$ cat config.mk
export PLATFORM = sky130hd
export DESIGN_NAME = serial_input_expander
export DESIGN_NICKNAME = d
export VERILOG_FILES = /design/src/rtl/sie_pkg.sv /design/src/rtl/sie_sync.sv /design/src/rtl/sie_sequencer.sv /design/src/rtl/sie_datapath.sv /design/src/rtl/sie_outstage.sv /design/src/rtl/serial_input_expander.sv
export SDC_FILE = /design/constraint.sdc
export NUM_CORES = 1
export LEC_CHECK = 0
export BUFFER_PORTS_ARGS = -buffer_cell sky130_fd_sc_hd__buf_2
export CAP_MARGIN = 20
export CORE_ASPECT_RATIO = 1.2
export CORE_MARGIN = 2
export CORE_UTILIZATION = 49
export DETAILED_ROUTE_END_ITERATION = 10
export PLACE_DENSITY = 0.82
export SLEW_MARGIN = 20
export SYNTH_ARGS = -nofsm -noshare
export SYNTH_HDL_FRONTEND = slang
export SYNTH_SLANG_ARGS = --single-unit
$ cat constraint.sdc
create_clock -name clk -period 1.36 [get_ports clk]
set_input_delay 0.136 -clock clk [delete_from_list [all_inputs] [get_ports clk]]
set_output_delay 0.136 -clock clk [all_outputs]
set_load 0.01 [all_outputs]
$ cat src/rtl/sie_pkg.sv
package sie_pkg;
  typedef enum logic [1:0] {
    SEQ_IDLE  = 2'd0,
    SEQ_LATCH = 2'd1,
    SEQ_WAIT  = 2'd2,
    SEQ_SHIFT = 2'd3
  } seq_state_e;
endpackage

$ cat src/rtl/sie_sync.sv
module sie_sync #(
  parameter int unsigned W       = 1,
  parameter int unsigned STAGES  = 2,
  parameter logic [W-1:0] RST_VAL = '0
) (
  input  logic         clk,
  input  logic         rst_n,
  input  logic [W-1:0] d,
  output logic [W-1:0] q
);
  localparam int unsigned S = (STAGES < 2) ? 2 : STAGES;

  logic [S-1:0][W-1:0] stg_q;

  always_ff @(posedge clk or negedge rst_n) begin
    if (!rst_n) stg_q <= {S{RST_VAL}};
    else        stg_q <= {stg_q[S-2:0], d};
  end

  assign q = stg_q[S-1];
endmodule

$ cat src/rtl/sie_sequencer.sv
module sie_sequencer #(
  parameter int unsigned LOAD_DELAY = 4
) (
  input  logic clk,
  input  logic rst_n,
  input  logic compat_mode,
  input  logic sel_act,
  output logic latch_stb,
  output logic shift_mode
);
  import sie_pkg::*;

  localparam int unsigned GAP = (LOAD_DELAY < 1) ? 1 : LOAD_DELAY;
  localparam int unsigned CW  = (GAP < 2) ? 1 : $clog2(GAP);

  seq_state_e    state_q, state_d;
  logic [CW-1:0] cnt_q, cnt_d;
  logic          sel_prev_q;

  always_comb begin
    state_d = state_q;
    cnt_d   = cnt_q;
    unique case (state_q)
      SEQ_IDLE: begin
        cnt_d = '0;
        if (sel_act) state_d = compat_mode ? SEQ_SHIFT : SEQ_LATCH;
      end
      SEQ_LATCH: begin
        cnt_d   = '0;
        state_d = SEQ_WAIT;
      end
      SEQ_WAIT: begin
        if (cnt_q == CW'(GAP - 1)) state_d = SEQ_SHIFT;
        else                       cnt_d   = cnt_q + 1'b1;
      end
      SEQ_SHIFT: state_d = SEQ_SHIFT;
      default:   state_d = SEQ_IDLE;
    endcase
    if (!sel_act) state_d = SEQ_IDLE;
  end

  always_ff @(posedge clk or negedge rst_n) begin
    if (!rst_n) begin
      state_q    <= SEQ_IDLE;
      cnt_q      <= '0;
      sel_prev_q <= 1'b0;
    end else begin
      state_q    <= state_d;
      cnt_q      <= cnt_d;
      sel_prev_q <= sel_act;
    end
  end

  // capture: LATCH state in normal mode, select release in compat mode
  assign latch_stb  = (state_q == SEQ_LATCH) |
                      (compat_mode & sel_prev_q & ~sel_act);
  assign shift_mode = (state_q == SEQ_SHIFT);
endmodule

$ cat src/rtl/sie_datapath.sv
module sie_datapath #(
  parameter int unsigned WIDTH = 8
) (
  input  logic             clk,
  input  logic             rst_n,
  input  logic [WIDTH-1:0] par_in,
  input  logic             latch_stb,
  input  logic             shift_mode,
  input  logic             sclk_lvl,
  input  logic             ser_bit,
  output logic [WIDTH-1:0] storage_q,
  output logic             msb,
  output logic             done
);
  localparam int unsigned BW = (WIDTH < 2) ? 1 : $clog2(WIDTH);

  logic [WIDTH-1:0] shreg_q, shreg_d, storage_d;
  logic [BW-1:0]    bcnt_q, bcnt_d;
  logic             sclk_prev_q, done_q, done_d;
  logic             shift_pulse, last_bit;

  assign shift_pulse = shift_mode & sclk_lvl & ~sclk_prev_q;
  assign last_bit    = (bcnt_q == BW'(WIDTH - 1));

  always_comb begin
    storage_d = latch_stb ? par_in : storage_q;
    if (!shift_mode)     shreg_d = storage_q;
    else if (shift_pulse) begin
      if (WIDTH > 1) shreg_d = {shreg_q[WIDTH-2:0], ser_bit};
      else           shreg_d = ser_bit;
    end
    else                 shreg_d = shreg_q;
    if (!shift_mode)      bcnt_d = '0;
    else if (shift_pulse) bcnt_d = last_bit ? '0 : bcnt_q + 1'b1;
    else                  bcnt_d = bcnt_q;
    done_d = shift_pulse & last_bit;
  end

  always_ff @(posedge clk or negedge rst_n) begin
    if (!rst_n) begin
      storage_q   <= '0;
      shreg_q     <= '0;
      bcnt_q      <= '0;
      sclk_prev_q <= 1'b0;
      done_q      <= 1'b0;
    end else begin
      storage_q   <= storage_d;
      shreg_q     <= shreg_d;
      bcnt_q      <= bcnt_d;
      sclk_prev_q <= sclk_lvl;
      done_q      <= done_d;
    end
  end

  assign msb  = shreg_q[WIDTH-1];
  assign done = done_q;
endmodule

$ cat src/rtl/sie_outstage.sv
module sie_outstage (
  input  logic enable,
  input  logic data_bit,
  output logic sdo,
  output logic sdo_oe_n,
  output logic sdo_pull_low
);
  always_comb begin
    sdo_oe_n     = ~enable;
    sdo          = enable ? data_bit : 1'b1;
    sdo_pull_low = enable & ~data_bit;
  end
endmodule

$ cat src/rtl/serial_input_expander.sv
module serial_input_expander #(
  parameter int unsigned WIDTH       = 8,
  parameter int unsigned LOAD_DELAY  = 4,
  parameter int unsigned SYNC_STAGES = 2
) (
  input  logic             clk,
  input  logic             rst_n,
  input  logic             compat_mode,
  input  logic             sel_n,
  input  logic             sclk,
  input  logic             ser_in,
  input  logic [WIDTH-1:0] par_in,
  output logic             sdo,
  output logic             sdo_oe_n,
  output logic             sdo_pull_low,
  output logic             xfer_done
);
  logic [2:0]       pins_s;
  logic             sel_act, latch_stb, shift_mode, msb;
  logic [WIDTH-1:0] storage_q;

  sie_sync #(.W(3), .STAGES(SYNC_STAGES), .RST_VAL(3'b001)) u_sync (
    .clk(clk), .rst_n(rst_n),
    .d({ser_in, sclk, sel_n}), .q(pins_s)
  );

  assign sel_act = ~pins_s[0];

  sie_sequencer #(.LOAD_DELAY(LOAD_DELAY)) u_seq (
    .clk(clk), .rst_n(rst_n), .compat_mode(compat_mode),
    .sel_act(sel_act), .latch_stb(latch_stb), .shift_mode(shift_mode)
  );

  sie_datapath #(.WIDTH(WIDTH)) u_dp (
    .clk(clk), .rst_n(rst_n), .par_in(par_in),
    .latch_stb(latch_stb), .shift_mode(shift_mode),
    .sclk_lvl(pins_s[1]), .ser_bit(pins_s[2]),
    .storage_q(storage_q), .msb(msb), .done(xfer_done)
  );

  sie_outstage u_out (
    .enable(shift_mode), .data_bit(msb),
    .sdo(sdo), .sdo_oe_n(sdo_oe_n), .sdo_pull_low(sdo_pull_low)
  );
endmodule

* Yosys cells after proc, flatten, opt, wreduce, memory -nomap -nowiden
Index checks and enable logic that the tools add are counted.
W data, S select, Z words.
** Operators by class
- Add/subtract/negate cells :: 2
- Eq/ne operators :: 8
- Mux-type cells :: 12
- Bitwise operators :: 11
- Reductions and logical operators :: 4
** Operators with widths (count)
- $mux W8 :: 2
- $mux W3 :: 3
- $mux W2 :: 4
- $pmux W2 S4 :: 1
- $and A1 B1 Y1 :: 6
- $eq A2 B2 Y1 const B :: 3
- $ne A2 B2 Y1 const B :: 2
- $not A1 Y1 :: 4
- $pmux W2 S2 :: 1
- $add A3 B1 Y3 const B :: 1
- $eq A3 B3 Y1 const B :: 1
- $ne A3 B2 Y1 const B :: 1
- $add A2 B1 Y2 const B :: 1
- $eq A2 B1 Y1 const B :: 1
- $logic_not A2 Y1 :: 1
- $reduce_and A2 Y1 :: 1
- $reduce_bool A2 Y1 :: 1
- $reduce_or A2 Y1 :: 1
- $mux W1 :: 1
- $or A1 B1 Y1 :: 1
** Word-level totals
- Bits in registers :: 32
- Input bits :: 14
- Output and inout bits :: 4
- Logic and storage cells :: 47

* Logic depth before layout (Yosys ltp)
Gate-level depths: netlist of run 1.
- Depth in word-level cells :: 5
- Depth in mapped cells :: 5
- Mapped depth without buffers :: 4

* Hierarchy
From an unflattened synthesis of run 1, not the netlist that was laid out.
** Second synthesis, totals
- Cell total of the unflattened synthesis :: 101
- Area, all modules :: 1317.5 µm²
** Modules (own cells, without submodules)
- sie_datapath :: instances 1, cells an instance 68, area each 897.1 µm², sequential area each 525.5 µm²
- sie_sequencer :: instances 1, cells an instance 20, area each 222.7 µm², sequential area each 125.1 µm²
- sie_sync :: instances 1, cells an instance 9, area each 175.2 µm², sequential area each 152.6 µm²
- sie_outstage :: instances 1, cells an instance 3, area each 18.8 µm², sequential area each 0.0 µm²
- serial_input_expander :: instances 1, cells an instance 1, area each 3.8 µm², sequential area each 0.0 µm²

* Worst setup path after synthesis of run 1
No wires, ideal clock.
- Path type :: register -> register
- Start point :: register u_seq.state_q[0]
- End point :: register u_dp.storage_q[0]
- Setup time :: 125 ps
- Data arrival time :: 1174 ps
- Data required time :: 1235 ps
- Setup slack :: 61 ps
- Stages on the path, launching flop included :: 5
- Path buffers :: 1
- Clock period less this slack :: 1299 ps
- Path through :: dfrtp_1 nor2b_4 a31o_1 buf_6 mux2_4
** On the way
- Word-level cells in the longest chain between the ends :: 2
** Ends and longest elaborated chain
- from (decl) :: RTL line sie_sequencer.sv:16 : seq_state_e state_q, state_d;
- from (signal assigned) :: RTL line sie_sequencer.sv:48 : state_q <= state_d;
- $eq A2 B1 Y1 :: RTL line sie_sequencer.sv:55 : assign latch_stb = (state_q == SEQ_LATCH) |
- $or A1 B1 Y1 :: RTL line sie_sequencer.sv:55
- to (signal assigned) :: RTL line sie_datapath.sv:47 : storage_q <= storage_d;
- to (decl) :: RTL line sie_datapath.sv:11 : output logic [WIDTH-1:0] storage_q,
Every way passes these cells.
A chain may end at the register's enable or synchronous reset.

* Worst setup path in the final report of run 1
- Start point :: register u_seq.state_q[1]
- End point :: register u_dp.storage_q[0]
Same word-level chain as after synthesis.

==> results of run 1 <==
## worst reg2reg max path: stages (launching register included)
cell and delay (ns):
dfrtp_2 0.46, buf_12 0.14, nor2b_4 0.10, a31o_1 0.13, buf_4 0.15, mux2_4 0.30
## timing repair
item,CTS,global route
setup endpoints to repair,3,11
setup buffers,2,1
hold endpoints to repair,33,0
gates cloned,0,0
gates resized for setup,4,1
hold buffers,4,0
pin swaps,1,0
## cells in the final DEF (no fill, tap or decap), drive strengths merged, types with 3 or more instances in the layout
master | Yosys | routed
dlygate4sd3 | 0 | 4
nand2 | 6 | 6
clkbuf | 0 | 7
buf | 4 | 25
a22o | 7 | 7
ha | 3 | 3
o21ai | 5 | 5
a21o | 6 | 6
dfrtp | 30 | 30
nor2 | 5 | 5
mux2 | 8 | 8
## layout make-up
type	count	area, um2
clock inverter	1	30.0
timing repair buffer	29	198
inverter	2	7.51
clock buffer	7	65.1
sequential	32	806
fill	203	918
multi-input combinational	54	462
tap	33	41.3
## state kept, by name (all words and copies together) (netlist names)
register / flops
u_seq.state_q: 2
u_dp.sclk_prev_q: 1
u_sync.stg_q: 3
u_sync.q: 3
u_dp.bcnt_q: 3
u_seq.sel_prev_q: 1
u_dp.done: 1
u_seq.cnt_q: 2
u_dp.storage_q: 8
u_dp.shreg_q: 8
## per-stage QoR
stage / hold WS (ns) / setup TNS, ns / setup slack [ns]
after floorplan: -0.160 / 0 / 0.0608
after global placement: 0.199 / 0 / 0.0443
after detailed placement: 0.221 / 0 / 0.0184
after CTS: 0.00465 / -0.223 / -0.0373
after global routing: 0.00236 / -0.799 / -0.106
final: 0.0190 / -0.205 / -0.0352
## how the worst max path moves through the flow
stage,startpoint,end,slack (ns),cells past startpoint
2_1_floorplan,u_seq.state_q[0]$_DFFE_PN0P_,u_dp.storage_q[0]$_DFFE_PN0P_,0.06,4
3_3_place_gp,u_seq.state_q[0]$_DFFE_PN0P_,u_dp.storage_q[5]$_DFFE_PN0P_,0.04,4
3_5_place_dp,u_seq.state_q[1]$_DFFE_PN0P_,u_dp.bcnt_q[0]$_DFFE_PN0P_,0.02,3
4_1_cts,u_seq.state_q[1]$_DFFE_PN0P_,u_dp.storage_q[0]$_DFFE_PN0P_,-0.04,5
5_1_grt,u_seq.state_q[1]$_DFFE_PN0P_,u_dp.storage_q[6]$_DFFE_PN0P_,-0.11,5
6_report,u_seq.state_q[1]$_DFFE_PN0P_,u_dp.storage_q[0]$_DFFE_PN0P_,-0.04,5
## report_power, final
part	total, mW	switching [mW]	leakage [nW]	internal (mW)
combinational	0.372	0.137	0.365	0.234
clock	0.811	0.323	0.0515	0.488
sequential	1.19	0.0942	0.384	1.10
total	2.38	0.555	0.801	1.82
## per-layer routing
metal / share of wire (%) / vias to the layer above / track usage (%)
met1: 40 / 409 / 20.6
met5: 0 / - / 0
met2: 52 / 19 / 29.5
met3: 5.1 / 8 / 7.50
met4: 3.1 / 0 / 10.8
li1: - / 384 / -
## cell families after synthesis
| kind of cell | count (synthesis) |
|---|---|
| flops | 32 |
| compound gates | 21 |
| simple gates | 19 |
| mux | 10 |
| buf+inv | 6 |
| fa+ha+maj | 3 |
| xor+xnor | 1 |
==> results by group, run 1 <==
STA
  • Final Hold Viols: 0
  • Fin. max-slew vios: 0
  • Skew final: 0.00963 ns
  • Crit share post-route: 103%
  • RSZ-0062 raised after global routing: true
  • Fmax: between 700 and 800 MHz
  • Finish-stage setup viols: 8
  • Max-slew headroom at the worst pin: a little over half
  • Worst-Margin Slew: 0.693 ns
  • Setup WS post-layout: -0.0352 ns
  • Tmin final: 1.40 ns

Logic synthesis
  • EDFF count, synth: 0
  • Ys async rst share: 100%
  • Leading cell types by count after synthesis: 30 x dfrtp_1, 8 x mux2_4, 7 x a22o_1
  • Main area contributors after synthesis: dfrtp_1 58%, mux2_4 9.3%, a22o_1 4.7%
  • Post-Synth Simple-Gate Area: between 8 and 9%
  • Adder-cell share of the synthesized area: under 10%
  • YS warnings: 0
  • Post-Synthesis Cells: 92
  • Yosys top cell by area: dfrtp_1
  • Post-synthesis mux area share: 10.9%
  • Unique masters post-synth: 26
  • Register area share after synthesis: approximately 62%
  • Mapped Area: about 1300 um2
  • Top-count cell post-synth: dfrtp_1
  • Largest family of logic cells by synthesized area: compound AO/OA/AOI/OAI gates
  • Top FF cell, synth: dfrtp_1
  • Mean area per synthesized cell: between 10 and 15 um2
  • Mapped Nets: approximately 110
  • Post-synthesis compound-gate area fraction: between 10% and 20%
  • Top cell type's share of synthesized area: ~58%
  • Seq cells post-synth: 32
  • Synth Area in XOR/XNOR: less than 1%

Hold path
  • Hold path start: par_in[5]
  • Cells on Worst Hold Path: 2
  • Hold Path Class: in -> reg
  • Hold Crit Endpoint: u_dp.storage_q[5]$_DFFE_PN0P_

Clock network
  • CTS buffer count: 5
  • Clock slew seen by the registers of the worst setup and hold paths: 0.10 ns
  • CTS Sinks: 32
  • CTS max path bufs: 2
  • Worst skew pair latency: ~0.34 ns
  • Root Driver: clkbuf_4
  • H-tree levels: 2
  • CTS tree: done

Critical path
  • Max incr delay on CP: between 0.4 and 0.5 ns
  • CP Class: reg -> reg
  • Reg-to-Reg End: u_dp.storage_q[0]$_DFFE_PN0P_
  • Crit end category: register
  • CP Cell Sequence: buf_12, nor2b_4, a31o_1, buf_4, mux2_4
  • Critical Path Source Type: register
  • CP max-delay cell: dfrtp_2
  • Worst path bufs/invs: 2
  • R2R Setup Slk: -0.04 ns
  • Crit Path Max Fanout: 4
  • Worst r2r path cells: 5
  • Crit-path leading delay family: flip-flops
  • Crit path DAT: about 1.6 ns
  • CP required: 1.58 ns
  • FF-to-FF Start: u_seq.state_q[1]$_DFFE_PN0P_

Routing
  • Drt drc: 0
  • Antenna-violating nets left: 0
  • Vias/cell: a little over 5
  • WL/cell: about 14 um
  • Total number of vias: slightly above 800
  • Detailed Route WL: approximately 2.2 mm
  • DR pass1 iterations: 4
  • DRT iter0 DRCs: 17

Placed design
  • Final Wtd Congestion: approximately 0.76
  • Dpl cells: roughly 140
  • Post-detail-place hpwl: about 1.5 mm
  • DP Area: 1420 um2
  • # port buffers: 17

Global route
  • Initial antenna violation count: 0
  • Global route total overflow: 0
  • All-Layer GR Usage: between 10% and 20%
  • First-pass GRT wire length: 3.88 mm
  • Vias in the first global route: between 800 and 900
  • Largest net degree at the start of global routing: 33

Layout
  • Filler-free cell count of the finished design: between 150 and 200
  • Synthesis-to-finish area growth: 24.6%
  • Design Area, Final: roughly 1600 um2
  • Diodes inserted: 0
  • Final Net Count: ~140
  • Share of layout cells above drive strength 1: approximately two fifths
  • Fin util: 63.7%

Run
  • Max-Cap Viols: 0

Pwr
  • PwrDens: 1480 nW/um2
  • VDD IR max: ~0.0011 V
  • P_leak: roughly 0.80 nW
  • PnR Total Power: between 2 and 2.5 mW

Status
  • Status: finished with violations
  • Failing checks: setup timing

Floorplanning
  • Die Y: 60.2 um
  • Die area: between 3000 and 4000 um2
  • Std cell rows: 20
  • Width of the die: roughly 50 um
  • Initial core utilization: approximately half
  • Io pins: 18
  • CORE AREA: about 2500 um2
Note: power is estimated with default switching activity, not from simulation.
==> run 2, diff against run 1 <==
--- a/config.mk
+++ b/config.mk
@@ -10,7 +10,7 @@
 export CORE_ASPECT_RATIO = 1.2
 export CORE_MARGIN = 2
-export CORE_UTILIZATION = 49
+export CORE_UTILIZATION = 59
 export DETAILED_ROUTE_END_ITERATION = 10
-export PLACE_DENSITY = 0.82
+export PLACE_DENSITY = 0.91
 export SLEW_MARGIN = 20
 export SYNTH_ARGS = -nofsm -noshare
==> constraint.sdc (replaced) <==
create_clock -name clk -period 1.7 [get_ports clk]
set_input_delay 0 -clock clk [delete_from_list [all_inputs] [get_ports clk]]
set_output_delay 0 -clock clk [all_outputs]
set_load 0.01 [all_outputs]
==> run 2 against run 1 <==
Effect of this change:
- combinational power decreased by 22%
- routed wire length decreased by 0.27%
- die area decreased by 16%
- first-iteration DRC count decreased by 47%
- clock power decreased by 46%
- the run now ends clean
- worst hold slack improved by 0.21 ns
- highest routed layer unchanged
- sequential share of layout area increased by 0.79 points
==> results by group, run 2 (same netlist as run 1, synthesis figures left out) <==
STA
  • Final Hold Slack: 0.227 ns
  • Max-slew headroom at the worst pin: a little under three fifths
  • Setup WS post-layout: ~0.14 ns
  • Fmax: about 640 MHz
  • Worst-Margin Slew: 0.667 ns
  • Finish-stage setup viols: 0
  • Fin. max-slew vios: 0
  • Fin Setup TNS: 0 ns
  • Skew final: about 0.0066 ns
  • Final Hold Viols: 0
  • RSZ-0062 raised after global routing: false
  • Tmin final: ~1.6 ns
  • Crit share post-route: between 90% and 100%

Critical path
  • Crit Path Max Fanout: 9
  • Max incr delay on CP: between 0.4 and 0.5 ns
  • Worst r2r path cells: 3
  • CP required: ~1.9 ns
  • Crit end category: register
  • Critical Path Sink: u_dp.storage_q[3]$_DFFE_PN0P_
  • R2R Setup Slk: 0.14 ns
  • Crit path DAT: around 1.8 ns
  • Crit-path leading delay family: flip-flops
  • Stages on worst setup path: 3
  • Crit path from: u_seq.state_q[1]$_DFFE_PN0P_
  • Reg-to-Reg End: u_dp.storage_q[3]$_DFFE_PN0P_
  • CP Cell Sequence: nor2b_4, a31o_1, mux2_4
  • Worst path bufs/invs: 0
  • FF-to-FF Start: u_seq.state_q[1]$_DFFE_PN0P_
  • CP max-delay cell: dfrtp_1
  • CP Class: reg -> reg
  • Critical Path Source Type: register

Placed design
  • Setup WS pre-CTS: 0.111 ns
  • Post-detail-place hpwl: around 1.4 mm
  • # port buffers: 17
  • Final Wtd Congestion: about 0.74
  • DP Area: around 1400 um2
  • Dpl cells: around 140

Clock network
  • CTS Sinks: 32
  • Worst skew pair latency: 0.34 ns
  • CTS tree: done
  • Clock slew seen by the registers of the worst setup and hold paths: about 0.090 ns
  • Post-CTS Resized: 0
  • CTS max path bufs: 2
  • CTS buffer count: 5
  • Root Driver: clkbuf_4
  • H-tree levels: 2

Pwr
  • VDD IR max: a little over 0.0008 V
  • PwrDens: about 1100 nW/um2
  • P_leak: about 0.78 nW

Global route
  • All-Layer GR Usage: between 20% and 30%
  • Global route total overflow: 0
  • Largest net degree at the start of global routing: 33
  • Initial antenna violation count: 0
  • First-pass GRT wire length: 3.71 mm
  • Vias in the first global route: a little over 800

Floorplanning
  • Width of the die: between 40 and 50 um
  • CORE AREA: between 2000 and 2500 um2
  • Die Y: roughly 55 um
  • Die area: 2580 um2
  • Initial core utilization: just over 60%
  • Std cell rows: 18
  • Io pins: 18

Status
  • Status: complete, no violations

Layout
  • Most frequent cells in the layout: 30 x dfrtp_1, 17 x buf_2, 13 x dlygate4sd3_1
  • # fillers: ~140
  • Design Area, Final: between 1500 and 2000 um2
  • Final Net Count: around 140
  • Commonest non-fill, non-tap cell in the layout: dfrtp_1
  • Synthesis-to-finish area growth: 22.3%
  • Diodes inserted: 0
  • Biggest regs: u_dp.shreg_q (8), u_dp.storage_q (8)
  • Filler-free cell count of the finished design: approximately 160
  • Share of layout cells above drive strength 1: between 20% and 30%

Routing
  • Antenna-violating nets left: 0
  • WL/cell: 14.0 um
  • Vias/cell: around 5.3
  • Total number of vias: just over 800
  • Drt drc: 0
  • Detailed Route WL: approximately 2.2 mm
  • DR pass1 iterations: 4
  • DRT iter0 DRCs: 9

Hold path
  • Hold Path Class: in -> async

Run
  • Max-Cap Viols: 0
[run 2: routing by layer]
metal | vias to the layer above | share of wire, % | GRT usage, %
li1 | 391 | - | -
met1 | 405 | 41 | 27.4
met2 | 20 | 51 | 30.6
met3 | 11 | 3.6 | 6.21
met4 | 0 | 3.8 | 14.3
met5 | - | 0 | 0
[run 2: worst min path at each step]
stage / start / end / slack (ns) / cells after the start
after floorplan: rst_n / u_dp.bcnt_q[0]$_DFFE_PN0P_ / -0.30 / 0
after global placement: rst_n / u_seq.cnt_q[0]$_DFFE_PN0P_ / 0.06 / 1
after detailed placement: rst_n / u_seq.cnt_q[1]$_DFFE_PN0P_ / 0.07 / 1
after CTS: rst_n / u_dp.storage_q[5]$_DFFE_PN0P_ / 0.25 / 2
after global routing: ser_in / u_sync.stg_q[2]$_DFF_PN0_ / 0.28 / 2
final: rst_n / u_dp.storage_q[5]$_DFFE_PN0P_ / 0.23 / 2
[run 2: metrics by stage]
| step | total power [mW] | util, % |
|---|---|---|
| after floorplan | 1.15 | - |
| after global placement | 1.21 | 67.1 |
| after detailed placement | 1.23 | 67.1 |
| after CTS | 1.70 | 76.2 |
| after global routing | 1.77 | 76.2 |
| final | 1.68 | 76.2 |
[run 2: where the power goes]
part           internal, mW  total, mW  switching (mW)
logic                 0.180      0.290           0.110
registers             0.879      0.950          0.0712
clock network         0.204      0.440           0.236
total                  1.26       1.68           0.418
[run 2: repair_timing]
item,CTS,global route
buffers inserted,0,0
hold buffers,13,0
hold endpoints to repair,42,0
[run 2: final cells by class]
class                   instances  area (um2)  share of cell area (%)
flip-flops and latches         32         803                    50.9
multi-input cells              54         449                    28.4
well taps                      30        37.5                    2.38
clock buffers                   8        58.8                    3.72
inverters                       2        7.51                   0.475
repair buffers                 31         223                    14.1
==> run 3, diff against run 2 <==
Settings changed: PLACE_DENSITY 0.91 to not set, PLACE_DENSITY_LB_ADDON set to 0.1, TNS_END_PERCENT set to 5.
==> run 3 against run 2 <==
Effect of this change:
- via count shrank 1.8%
- global-route usage shrank 1.6 points
- combinational power grew 2%
==> results by group, run 3 (same netlist as run 1, synthesis figures left out) <==
Critical path
  • Critical Path Source Type: register
  • CP required: between 1.5 and 2 ns
  • Crit end category: register
  • CP Class: reg -> reg
  • Crit Path Max Fanout: 8
  • Crit path DAT: 1.73 ns

STA
  • Worst-Margin Slew: 0.666 ns
  • Max-slew headroom at the worst pin: roughly 56%
  • Crit share post-route: roughly nine tenths
  • Tmin final: about 1.5 ns
  • Fin. max-slew vios: 0
  • Final Hold Slack: 0.237 ns
  • Fmax: around 650 MHz
  • RSZ-0062 raised after global routing: false
  • Final Hold Viols: 0
  • Finish-stage setup viols: 0
  • Fin Setup TNS: 0 ns
  • Skew final: about 0.0056 ns

Clock network
  • CTS tree: done
  • Clock slew seen by the registers of the worst setup and hold paths: around 0.09 ns
  • CTS buffer count: 5
  • Post-CTS Repair Setup Buffers: 0
  • CTS Sinks: 32
  • CTS max path bufs: 2
  • H-tree levels: 2
  • Root Driver: clkbuf_4
  • Worst skew pair latency: ~0.32 ns

Global route
  • Grt met3 use: about 5.9%
  • Global route total overflow: 0
  • Vias in the first global route: between 800 and 900
  • Met1 Usage GRT: ~28%
  • Initial antenna violation count: 0
  • Largest net degree at the start of global routing: 33
  • All-Layer GR Usage: a little under 20%
  • GRT busiest layer: met2
  • Met2 GRT Util: about 29%
  • First-pass GRT wire length: ~3.6 mm

Layout
  • Synthesis-to-finish area growth: 22.9%
  • Commonest non-fill, non-tap cell in the layout: dfrtp_1
  • Multi-input gate area: between 400 and 500 um2
  • Share of layout cells above drive strength 1: a little over 30%
  • Most frequent cells in the layout: 30 x dfrtp_1, 17 x buf_2, 13 x dlygate4sd3_1
  • Register area: approximately 800 um2
  • Diodes inserted: 0
  • Biggest regs: u_dp.shreg_q (8), u_dp.storage_q (8)
  • # fillers: around 140
  • Final Net Count: around 140
  • Design Area, Final: 1590 um2

Floorplanning
  • Die area: 2580 um2
  • CORE AREA: about 2100 um2
  • Io pins: 18
  • Die Y: 55.2 um
  • Initial core utilization: around 62%
  • Std cell rows: 18
  • Width of the die: 46.7 um

Placed design
  • DP Area: around 1400 um2
  • Final Wtd Congestion: slightly above 0.7
  • # port buffers: 17

Routing
  • Antenna-violating nets left: 0
  • DRT iter0 DRCs: 3
  • Drt drc: 0
  • WL/cell: ~14 um
  • DR pass1 iterations: 4
  • Detailed Route WL: 2.17 mm
  • Total number of vias: roughly 810
  • Vias/cell: roughly 5

Status
  • Status: complete, no violations

Run
  • Max-Cap Viols: 0

Pwr
  • VDD IR max: about 0.00073 V
  • P_leak: 0.780 nW
  • PwrDens: roughly 1100 nW/um2

Hold path
  • Hold Path Class: in -> async
==> run 3: cell count changes in the layout (fill, tap and decap cells not counted) <==
cell and change:
buf_4 +1
==> run 3: metal layers <==
layer	up-vias	wire length, um
li1	394	-
met1	394	1040
met2	19	1010
met3	5	82
met4	0	38
met5	-	0
==> run 3: final timing paths <==
kind	cells after the start	from	slack, ns	endpoint
max in group asynchronous	2	rst_n	1.02	u_sync.q[1]$_DFF_PN0_
min in group clk	2	sclk	0.32	u_sync.stg_q[1]$_DFF_PN0_
max reg2reg	3	u_seq.state_q[1]$_DFFE_PN0P_	0.17	u_dp.storage_q[2]$_DFFE_PN0P_
min reg2reg	0	u_sync.stg_q[1]$_DFF_PN0_	0.36	u_sync.q[1]$_DFF_PN0_
max	3	u_seq.state_q[1]$_DFFE_PN0P_	0.17	u_dp.storage_q[2]$_DFFE_PN0P_
min	2	rst_n	0.24	u_seq.cnt_q[0]$_DFFE_PN0P_
==> run 3: power by group <==
group,internal [mW],switching [mW],total [mW]
Combinational,0.182,0.113,0.295
Sequential,0.879,0.0700,0.948
Clock,0.204,0.234,0.438
Total,1.26,0.416,1.68
==> run 3: repair_timing <==
action                                 4_1_cts  5_1_grt
endpoints found under the hold margin       42        0
hold buffers                                13        0
resized for setup                            0        0
==> run 3: area by class of cell <==
cell class,instances,share of cell area [%]
timing repair buffer,32,14.5
sequential,32,50.6
inverter,2,0.473
tap,30,2.37
multi-input combinational,54,28.3
clock buffer,8,3.71
==> run 3: stage by stage <==
step	util, %	power, mW	setup WS [ns]	std cells
2_1_floorplan	-	1.15	0.401	92
4_1_cts	76.6	1.69	0.155	158
3_5_place_dp	67.5	1.24	0.170	137
3_3_place_gp	67.5	1.21	0.217	137
5_1_grt	76.6	1.78	0.123	158
6_report	76.6	1.68	0.173	158
==> run 3: worst max-delay path, stage by stage, from the launching register on <==
cell and delay (ns):
dfrtp_1 0.48, nor2b_4 0.15, a31o_1 0.43, mux2_4 0.35
